File: config.mk
export PLATFORM = sky130hd
export DESIGN_NAME = instr_fetcher
export DESIGN_NICKNAME = d
export VERILOG_FILES = /design/src/rtl/fetch_pkg.sv /design/src/rtl/fetch_mode_sizer.sv /design/src/rtl/fetch_ctrl.sv /design/src/rtl/fetch_dpath.sv /design/src/rtl/instr_fetcher.sv
export SDC_FILE = /design/constraint.sdc
export NUM_CORES = 1
export LEC_CHECK = 0
export CORE_UTILIZATION = 40
export DETAILED_ROUTE_END_ITERATION = 10
export PLACE_DENSITY = 0.72
export RECOVER_POWER = 100
export SLEW_MARGIN = 20
export SYNTH_ARGS = -nofsm -noshare
export SYNTH_HDL_FRONTEND = slang
export SYNTH_SLANG_ARGS = --single-unit
File: constraint.sdc
create_clock -name clk -period 2.7 [get_ports clk]
set_input_delay 0.81 -clock clk [delete_from_list [all_inputs] [get_ports clk]]
set_output_delay 0.81 -clock clk [all_outputs]
set_load 0.01 [all_outputs]
File: src/rtl/fetch_pkg.sv
package fetch_pkg;
  localparam int OPS_MAX = 2;
  localparam int IDX_W   = $clog2(OPS_MAX + 1);
  localparam int LEN_W   = $clog2(OPS_MAX + 2);

  typedef enum logic [3:0] {
    MODE_IMPL    = 4'd0,
    MODE_ACC     = 4'd1,
    MODE_IMM     = 4'd2,
    MODE_ZP      = 4'd3,
    MODE_ZPX     = 4'd4,
    MODE_ZPY     = 4'd5,
    MODE_ZPIND   = 4'd6,
    MODE_ZPXIND  = 4'd7,
    MODE_ZPINDY  = 4'd8,
    MODE_REL     = 4'd9,
    MODE_ABS     = 4'd10,
    MODE_ABSX    = 4'd11,
    MODE_ABSY    = 4'd12,
    MODE_ABSIND  = 4'd13,
    MODE_ABSXIND = 4'd14,
    MODE_OTHER   = 4'd15
  } addrMode_t;

  typedef enum logic [2:0] {
    ST_IDLE, ST_ISSUE, ST_CAPTURE, ST_DECODE, ST_FINISH
  } fetchState_t;

  // strobes from control to datapath
  typedef struct packed {
    logic             loadBase;
    logic             capEn;
    logic [IDX_W-1:0] idx;
    logic             loadLen;
  } fetchStrobes_t;
endpackage

File: src/rtl/fetch_mode_sizer.sv
module fetch_mode_sizer
  import fetch_pkg::*;
#(
  parameter int MODE_W = 4
) (
  input  logic [MODE_W-1:0] modeCode,
  output logic [IDX_W-1:0]  opCount
);
  addrMode_t modeEnum;
  assign modeEnum = addrMode_t'(modeCode[3:0]);

  always_comb begin
    unique case (modeEnum)
      MODE_IMM, MODE_ZP, MODE_ZPX, MODE_ZPY,
      MODE_ZPIND, MODE_ZPXIND, MODE_ZPINDY, MODE_REL:
        opCount = IDX_W'(1);
      MODE_ABS, MODE_ABSX, MODE_ABSY, MODE_ABSIND, MODE_ABSXIND:
        opCount = IDX_W'(2);
      default:
        opCount = '0;
    endcase
  end
endmodule

File: src/rtl/fetch_ctrl.sv
module fetch_ctrl
  import fetch_pkg::*;
(
  input  logic             clk,
  input  logic             rstN,
  input  logic             startValid,
  input  logic [IDX_W-1:0] opCount,
  output fetchStrobes_t    strobes,
  output logic             busy,
  output logic             memRdEn,
  output logic             decodeReq,
  output logic             doneStb
);
  fetchState_t stateQ, stateD;
  logic [IDX_W-1:0] idxQ, idxD;
  logic [IDX_W-1:0] needQ, needD;

  always_comb begin
    stateD = stateQ;
    idxD   = idxQ;
    needD  = needQ;
    strobes = '0;
    strobes.idx = idxQ;
    unique case (stateQ)
      ST_IDLE: if (startValid) begin
        strobes.loadBase = 1'b1;
        idxD   = '0;
        stateD = ST_ISSUE;
      end
      ST_ISSUE: stateD = ST_CAPTURE;
      ST_CAPTURE: begin
        strobes.capEn = 1'b1;
        if (idxQ == '0)         stateD = ST_DECODE;
        else if (idxQ == needQ) stateD = ST_FINISH;
        else begin
          idxD   = idxQ + IDX_W'(1);
          stateD = ST_ISSUE;
        end
      end
      ST_DECODE: begin
        strobes.loadLen = 1'b1;
        needD = opCount;
        if (opCount == '0) stateD = ST_FINISH;
        else begin
          idxD   = IDX_W'(1);
          stateD = ST_ISSUE;
        end
      end
      ST_FINISH: stateD = ST_IDLE;
      default:   stateD = ST_IDLE;
    endcase
  end

  always_ff @(posedge clk) begin
    if (!rstN) begin
      stateQ <= ST_IDLE;
      idxQ   <= '0;
      needQ  <= '0;
    end else begin
      stateQ <= stateD;
      idxQ   <= idxD;
      needQ  <= needD;
    end
  end

  assign busy      = (stateQ != ST_IDLE);
  assign memRdEn   = (stateQ == ST_ISSUE);
  assign decodeReq = (stateQ == ST_DECODE);
  assign doneStb   = (stateQ == ST_FINISH);
endmodule

File: src/rtl/fetch_dpath.sv
module fetch_dpath
  import fetch_pkg::*;
#(
  parameter int ADDR_W = 16,
  parameter int DATA_W = 8
) (
  input  logic              clk,
  input  logic              rstN,
  input  fetchStrobes_t     strobes,
  input  logic [ADDR_W-1:0] startAddr,
  input  logic [DATA_W-1:0] memRdData,
  input  logic [IDX_W-1:0]  opCount,
  output logic [ADDR_W-1:0] memAddr,
  output logic [DATA_W-1:0] byte0,
  output logic [DATA_W-1:0] byte1,
  output logic [DATA_W-1:0] byte2,
  output logic [LEN_W-1:0]  instrLen
);
  localparam int NBYTES = OPS_MAX + 1;

  logic [ADDR_W-1:0] baseQ;
  logic [NBYTES-1:0][DATA_W-1:0] bytesQ;

  always_ff @(posedge clk) begin
    if (!rstN)                 baseQ <= '0;
    else if (strobes.loadBase) baseQ <= startAddr;
  end

  // modulo 2^ADDR_W by truncation
  assign memAddr = baseQ + ADDR_W'(strobes.idx);

  for (genvar g = 0; g < NBYTES; g++) begin : gen_slot
    always_ff @(posedge clk) begin
      if (!rstN || strobes.loadBase)
        bytesQ[g] <= '0;
      else if (strobes.capEn && strobes.idx == IDX_W'(g))
        bytesQ[g] <= memRdData;
    end
  end

  always_ff @(posedge clk) begin
    if (!rstN || strobes.loadBase) instrLen <= '0;
    else if (strobes.loadLen)      instrLen <= LEN_W'(opCount) + LEN_W'(1);
  end

  assign byte0 = bytesQ[0];
  assign byte1 = bytesQ[1];
  assign byte2 = bytesQ[2];
endmodule

File: src/rtl/instr_fetcher.sv
module instr_fetcher
  import fetch_pkg::*;
#(
  parameter int ADDR_W = 16,
  parameter int DATA_W = 8,
  parameter int MODE_W = 4
) (
  input  logic              clk,
  input  logic              rstN,
  input  logic              startValid,
  input  logic [ADDR_W-1:0] startAddr,
  output logic              busy,
  output logic              memRdEn,
  output logic [ADDR_W-1:0] memAddr,
  input  logic [DATA_W-1:0] memRdData,
  output logic              decodeReq,
  output logic [DATA_W-1:0] decodeOpcode,
  input  logic [MODE_W-1:0] modeIn,
  output logic              doneStb,
  output logic [DATA_W-1:0] instrOpcode,
  output logic [DATA_W-1:0] instrOp1,
  output logic [DATA_W-1:0] instrOp2,
  output logic [LEN_W-1:0]  instrLen
);
  fetchStrobes_t strobes;
  logic [IDX_W-1:0] opCount;

  fetch_mode_sizer #(.MODE_W(MODE_W)) u_sizer (
    .modeCode(modeIn), .opCount(opCount)
  );

  fetch_ctrl u_ctrl (
    .clk(clk), .rstN(rstN), .startValid(startValid), .opCount(opCount),
    .strobes(strobes), .busy(busy), .memRdEn(memRdEn),
    .decodeReq(decodeReq), .doneStb(doneStb)
  );

  fetch_dpath #(.ADDR_W(ADDR_W), .DATA_W(DATA_W)) u_dpath (
    .clk(clk), .rstN(rstN), .strobes(strobes), .startAddr(startAddr),
    .memRdData(memRdData), .opCount(opCount), .memAddr(memAddr),
    .byte0(instrOpcode), .byte1(instrOp1), .byte2(instrOp2),
    .instrLen(instrLen)
  );

  assign decodeOpcode = instrOpcode;
endmodule

# Word-level counts from Yosys, hierarchy flattened
# Memories as Yosys holds them, arrays and structs flattened.
# Cells that the tools add are included.
# totals
regBits	49
input_bits	31
mem_bits_ro	32
n_memories	1
elab_cells	48
# op_classes
n_eq_ne	11
add_sub_neg	3
muxes	14
reduce_logical	11
# mem_list
memory	depth	width	rd	rd_ports_with_merged_regs	wr	line	rtl
(name not given)	16	2	1	0	0	fetch_mode_sizer.sv:13	unique case (modeEnum)
# op_table
op	n
16-bit by 2-bit adder with 16-bit output	1
3-bit two-way mux	4
3-bit case mux with 4 select lines	1
2-bit two-way mux	4
2-bit inequality test, second input constant	4
3-bit by 2-bit == test with 1-bit output, second input constant	2
2-bit case mux with 3 select lines	1
3-bit nonzero test	2
5-bit AND reduction	1
2-bit by 1-bit adder with 2-bit output, second input constant	2
2-bit zero test	2
1-bit two-way mux	4
3-bit by 1-bit == test with 1-bit output, second input constant	1
3-bit == test, second input constant	1
1-bit logical AND	3
3-bit zero test	1
2-bit by 1-bit == test with 1-bit output, second input constant	1
2-bit == test	1
2-bit == test, second input constant	1
1-bit zero test	1
1-bit logical OR	1

# Logic depth before layout (Yosys ltp)
# depth
depth_word	4
mapped_depth	7

# By module
# From an unflattened synthesis, not the netlist that was laid out.
# unflattened
hier_cells	253
area_unflattened_um2	2387.3
# modules_own_cells
mod	instances	cells_each	area_each_um2
fetch_dpath	1	183	1835.5
fetch_ctrl	1	58	467.9
instr_fetcher	1	8	60.1
fetch_mode_sizer	1	4	23.8

# Worst setup path before layout
# No wires, ideal clock.
# synth_path
kind	register -> output
from	register u_ctrl.idxQ[0]
to	output memAddr[8]
path_slack_ps	235
arrival_ps	1655
stages_incl_launch_ff	7
path_cell_list	dfxtp_1 -> ha_1 -> inv_1 -> fa_1 -> nor2_1 -> nand3_1 -> xnor2_1
# synth_via
elab_chain_cells	1
# synth_rtl
item	line	rtl
from (decl)	fetch_ctrl.sv:15	logic [IDX_W-1:0] idxQ, idxD;
from (signal assigned)	fetch_ctrl.sv:61	idxQ <= idxD;
16-bit by 2-bit adder with 16-bit output	fetch_dpath.sv:30	assign memAddr = baseQ + ADDR_W'(strobes.idx);
to (decl)	instr_fetcher.sv:14	output logic [ADDR_W-1:0] memAddr,
# No other way between the ends.

# Worst setup path after layout
# layout_path
from	register u_dpath.baseQ[0]
to	output memAddr[6]
# layout_via
elab_chain_cells	1
# layout_rtl
item	line	rtl
from (decl)	fetch_dpath.sv:21	logic [ADDR_W-1:0] baseQ;
from (signal assigned)	fetch_dpath.sv:26	else if (strobes.loadBase) baseQ <= startAddr;
16-bit by 2-bit adder with 16-bit output	fetch_dpath.sv:30	
# No other way between the ends.

==> impl_metrics.csv <==
group,metric,value,unit
status,status,"finished clean",
global_route,grtUsageMet1,23.4,%
final_layout,diodes,0,
timing,finalCriticalPeriod,2670,ps
drt,route.detailed.drc,0,
placed_design,placed_cells,448,
hold_path,min_delay_worst_endpoint,"u_dpath.byte2[0]$_SDFFE_PP0P_",
timing,grt_setup_unrepaired,"true",
global_route,grt_max_degree,27,
floorplan,io_pins,85,
drt,vias,2277,
hold_path,min_path_type,"flop to flop",
pwr,ir_worst_vdd,220,µV
clock_tree,cts_tree,"done",
critical_path,path_class,"flop to primary output",
global_route,use_met3,4.11,%
final_layout,area_growth,42.2,%
drt,drtIter0Drc,71,
pwr,internal_power,1.08,mW
synthesis,ys_ff_latch,49,
final_layout,fin_util,60.8,%
timing,fin_tns_setup,0,ps
pwr,total_power,1.49,mW
clock_tree,clock_path_buffers,2,
pwr,p_per_area,435,nW/µm²
drt,wl_per_cell,13.0,µm
pwr,switching_power,0.413,mW
drt,firstDrtPassIters,5,
floorplan,die_y,79.6,µm
pwr,switching_share,27.7,%
synthesis,synth.avg_cell_area,8.01,µm²
floorplan,floorplan.initialDensity,42.7,%
drt,routed_via_density,4.95,
critical_path,critPathMaxFanout,5,
hold_path,worstHoldPathCells,2,
placed_design,io_buffers,84,
synthesis,synth_nets,339,
timing,drv_slew,0,
synthesis,yosysSeqAreaShare,40.7,%
synthesis,synth_cell_types,42,
global_route,grt-busiest-layer,"met2",
final_layout,layout_common_cells,"nand2_1, clkdlybuf4s50_1, dfxtp_1",
critical_path,startpoint_type,"flop",
global_route,overflow,0,
global_route,antenna_found_initial,0,
floorplan,core,5640,µm²
timing,finalCritPeriodShare,98.8,%
clock_tree,cts_max_level,2,
final_layout,final_common_cell,"nand2_1",
synthesis,ys_top_cells_by_area,"dfxtp_1, nand2_1, a21oi_1, xnor2_1, buf_4",
clock_tree,clk_latency,300,ps
critical_path,r2r_start,"u_ctrl.idxQ[1]$_SDFFE_PN0P_",
synthesis,netlist.area_leader.share,40.7,%
clock_tree,cts_hold_buf,0,
critical_path,rrSetupSlack,1050,ps
critical_path,reg2regPathDepth,7,
global_route,grt_pass1_wl,9560,µm
pwr,p_leak,1.26,nW
critical_path,crit-reg2reg-capture,"u_ctrl.idxQ[1]$_SDFFE_PN0P_",
critical_path,crit_required,1890,ps
global_route,grt_use_total,19.2,%
synthesis,synth_edf_count,0,
final_layout,layout-drive-gt1-share,12.9,%
floorplan,die-area,6340,µm²
pwr,pwr-share-clk,28.5,%
hold_path,hold_start,"u_dpath.byte2[0]$_SDFFE_PP0P_",
synthesis,syn_inst,301,
run,max_cap_viol_count,0,
synthesis,synth-main-ff-cell,"dfxtp_1",
clock_tree,cts_buffers,5,
clock_tree,clk_pin_slew_worst_paths,90,ps
critical_path,end_kind,"primary output",
global_route,grt_pass1_vias,2143,
timing,setup_ws,32.2,ps
synthesis,synth_top_area_cell,"dfxtp_1",
timing,finalSetupViolations,0,
floorplan,rows,27,
clock_tree,root_buffer,"clkbuf_8",
placed_design,pre_cts_ws,-118,ps
drt,wl,5960,µm
critical_path,cp_data_arrival_time,1860,ps
synthesis,yosys_warnings,0,
final_layout,nNetsFinal,425,
global_route,grtUsageMet2,33.0,%
timing,fmax,375,MHz
pwr,pwr-share-seq,52.2,%
synthesis,async_flop_share,0,%
placed_design,hpwl,4510,µm
final_layout,instances_no_fill,460,
pwr,combPwrFrac,19.4,%
synthesis,syn-cell-area,2410,µm²
timing,hold_viol_final,0,
clock_tree,clock-sinks,49,
drt,drtAntennaViolNets,0,
timing,timing.slew.headroom,53.7,%
timing,worst_slew_pin_slew,686,ps
placed_design,finalWeightedCongestion,0.799,
floorplan,die_w,79.6,µm
timing,skew,4.13,ps
[through the flow]
step	cell area (µm²)	hold slack (ps)
final	3430	458
after global routing	3430	476
after CTS	3370	461
after detailed placement	3290	448
after global placement	3290	443
after floorplan	2410	447
[synth_stat cells, types with 4 or more instances]
master	instances
ha_1	6
dfxtp_1	49
and2_1	6
xor2_1	6
nand2_1	96
buf_2	4
nor2_1	8
a21boi_0	11
inv_1	9
a21oi_1	28
xnor2_1	11
a21boi_1	6
nand3_1	5
buf_4	12
[power by group through the flow]
stage               registers, mW  logic, mW  clock network [mW]
floorplan                   0.792      0.162                   0
global placement            0.792      0.298                   0
detailed placement          0.793      0.302                   0
CTS                         0.777      0.290               0.433
global route                0.782      0.319               0.463
finish                      0.779      0.289               0.425
[flip-flops by register name, summed over array words and instances, names as in the netlist]
| register | cells |
|---|---|
| u_ctrl.stateQ | 3 |
| u_dpath.byte2 | 8 |
| u_dpath.byte0 | 8 |
| u_ctrl.idxQ | 2 |
| u_ctrl.needQ | 2 |
| u_dpath.byte1 | 8 |
| u_dpath.baseQ | 16 |
| u_dpath.instrLen | 2 |
[per-layer routing]
| layer | part of all wire [%] | up-vias |
|---|---|---|
| met1 | 44 | 1040 |
| li1 | - | 1148 |
| met4 | 1.1 | 0 |
| met3 | 6.3 | 7 |
| met5 | 0 | - |
| met2 | 49 | 82 |
[cell families after synthesis]
| logic type | share of synthesized area, % |
|---|---|
| multiplexers | 0.830 |
| adder cells (fa/ha/maj) | 3.94 |
| AND/OR/NAND/NOR | 26.3 |
| XOR/XNOR | 6.18 |
| buffers and inverters | 7.42 |
| flip-flops | 40.7 |
| AO/OA/AOI/OAI | 14.7 |
[worst max path at each step]
| stage | slack (ps) | end | startpoint |
|---|---|---|---|
| 3_5_place_dp | -120 | memAddr[8] | u_ctrl.idxQ[0]$_SDFFE_PN0P_ |
| 5_1_grt | -30 | memAddr[10] | u_dpath.baseQ[0]$_SDFFE_PN0P_ |
| 6_report | 30 | memAddr[6] | u_dpath.baseQ[0]$_SDFFE_PN0P_ |
| 4_1_cts | -50 | memAddr[9] | u_ctrl.idxQ[1]$_SDFFE_PN0P_ |
| 3_3_place_gp | -50 | memAddr[8] | u_ctrl.idxQ[0]$_SDFFE_PN0P_ |
| 2_1_floorplan | 240 | memAddr[8] | u_ctrl.idxQ[0]$_SDFFE_PN0P_ |
[layout make-up]
cell class | instances | area [µm²]
clock buffer | 6 | 72.6
clock inverter | 2 | 15.0
fill | 526 | 2210
inverter | 9 | 33.8
multi-input combinational | 222 | 1310
sequential | 49 | 986
tap | 72 | 90.1
timing repair buffer | 100 | 920
[worst max-delay path, stage by stage, from the launching register on]
cell     delay, ps
dfxtp_2        360
ha_4           140
inv_2           30
fa_2           380
nor2_4         140
buf_6          130
buf_4          100
xor2_1         130
buf_2          140
[timing repair]
| item | CTS | global route |
|---|---|---|
| resized for setup | 41 | 14 |
| buffers inserted | 2 | 2 |
| pin swaps | 2 | 8 |
| setup endpoints to repair | 15 | 13 |
(Power assumes the default switching activity.)
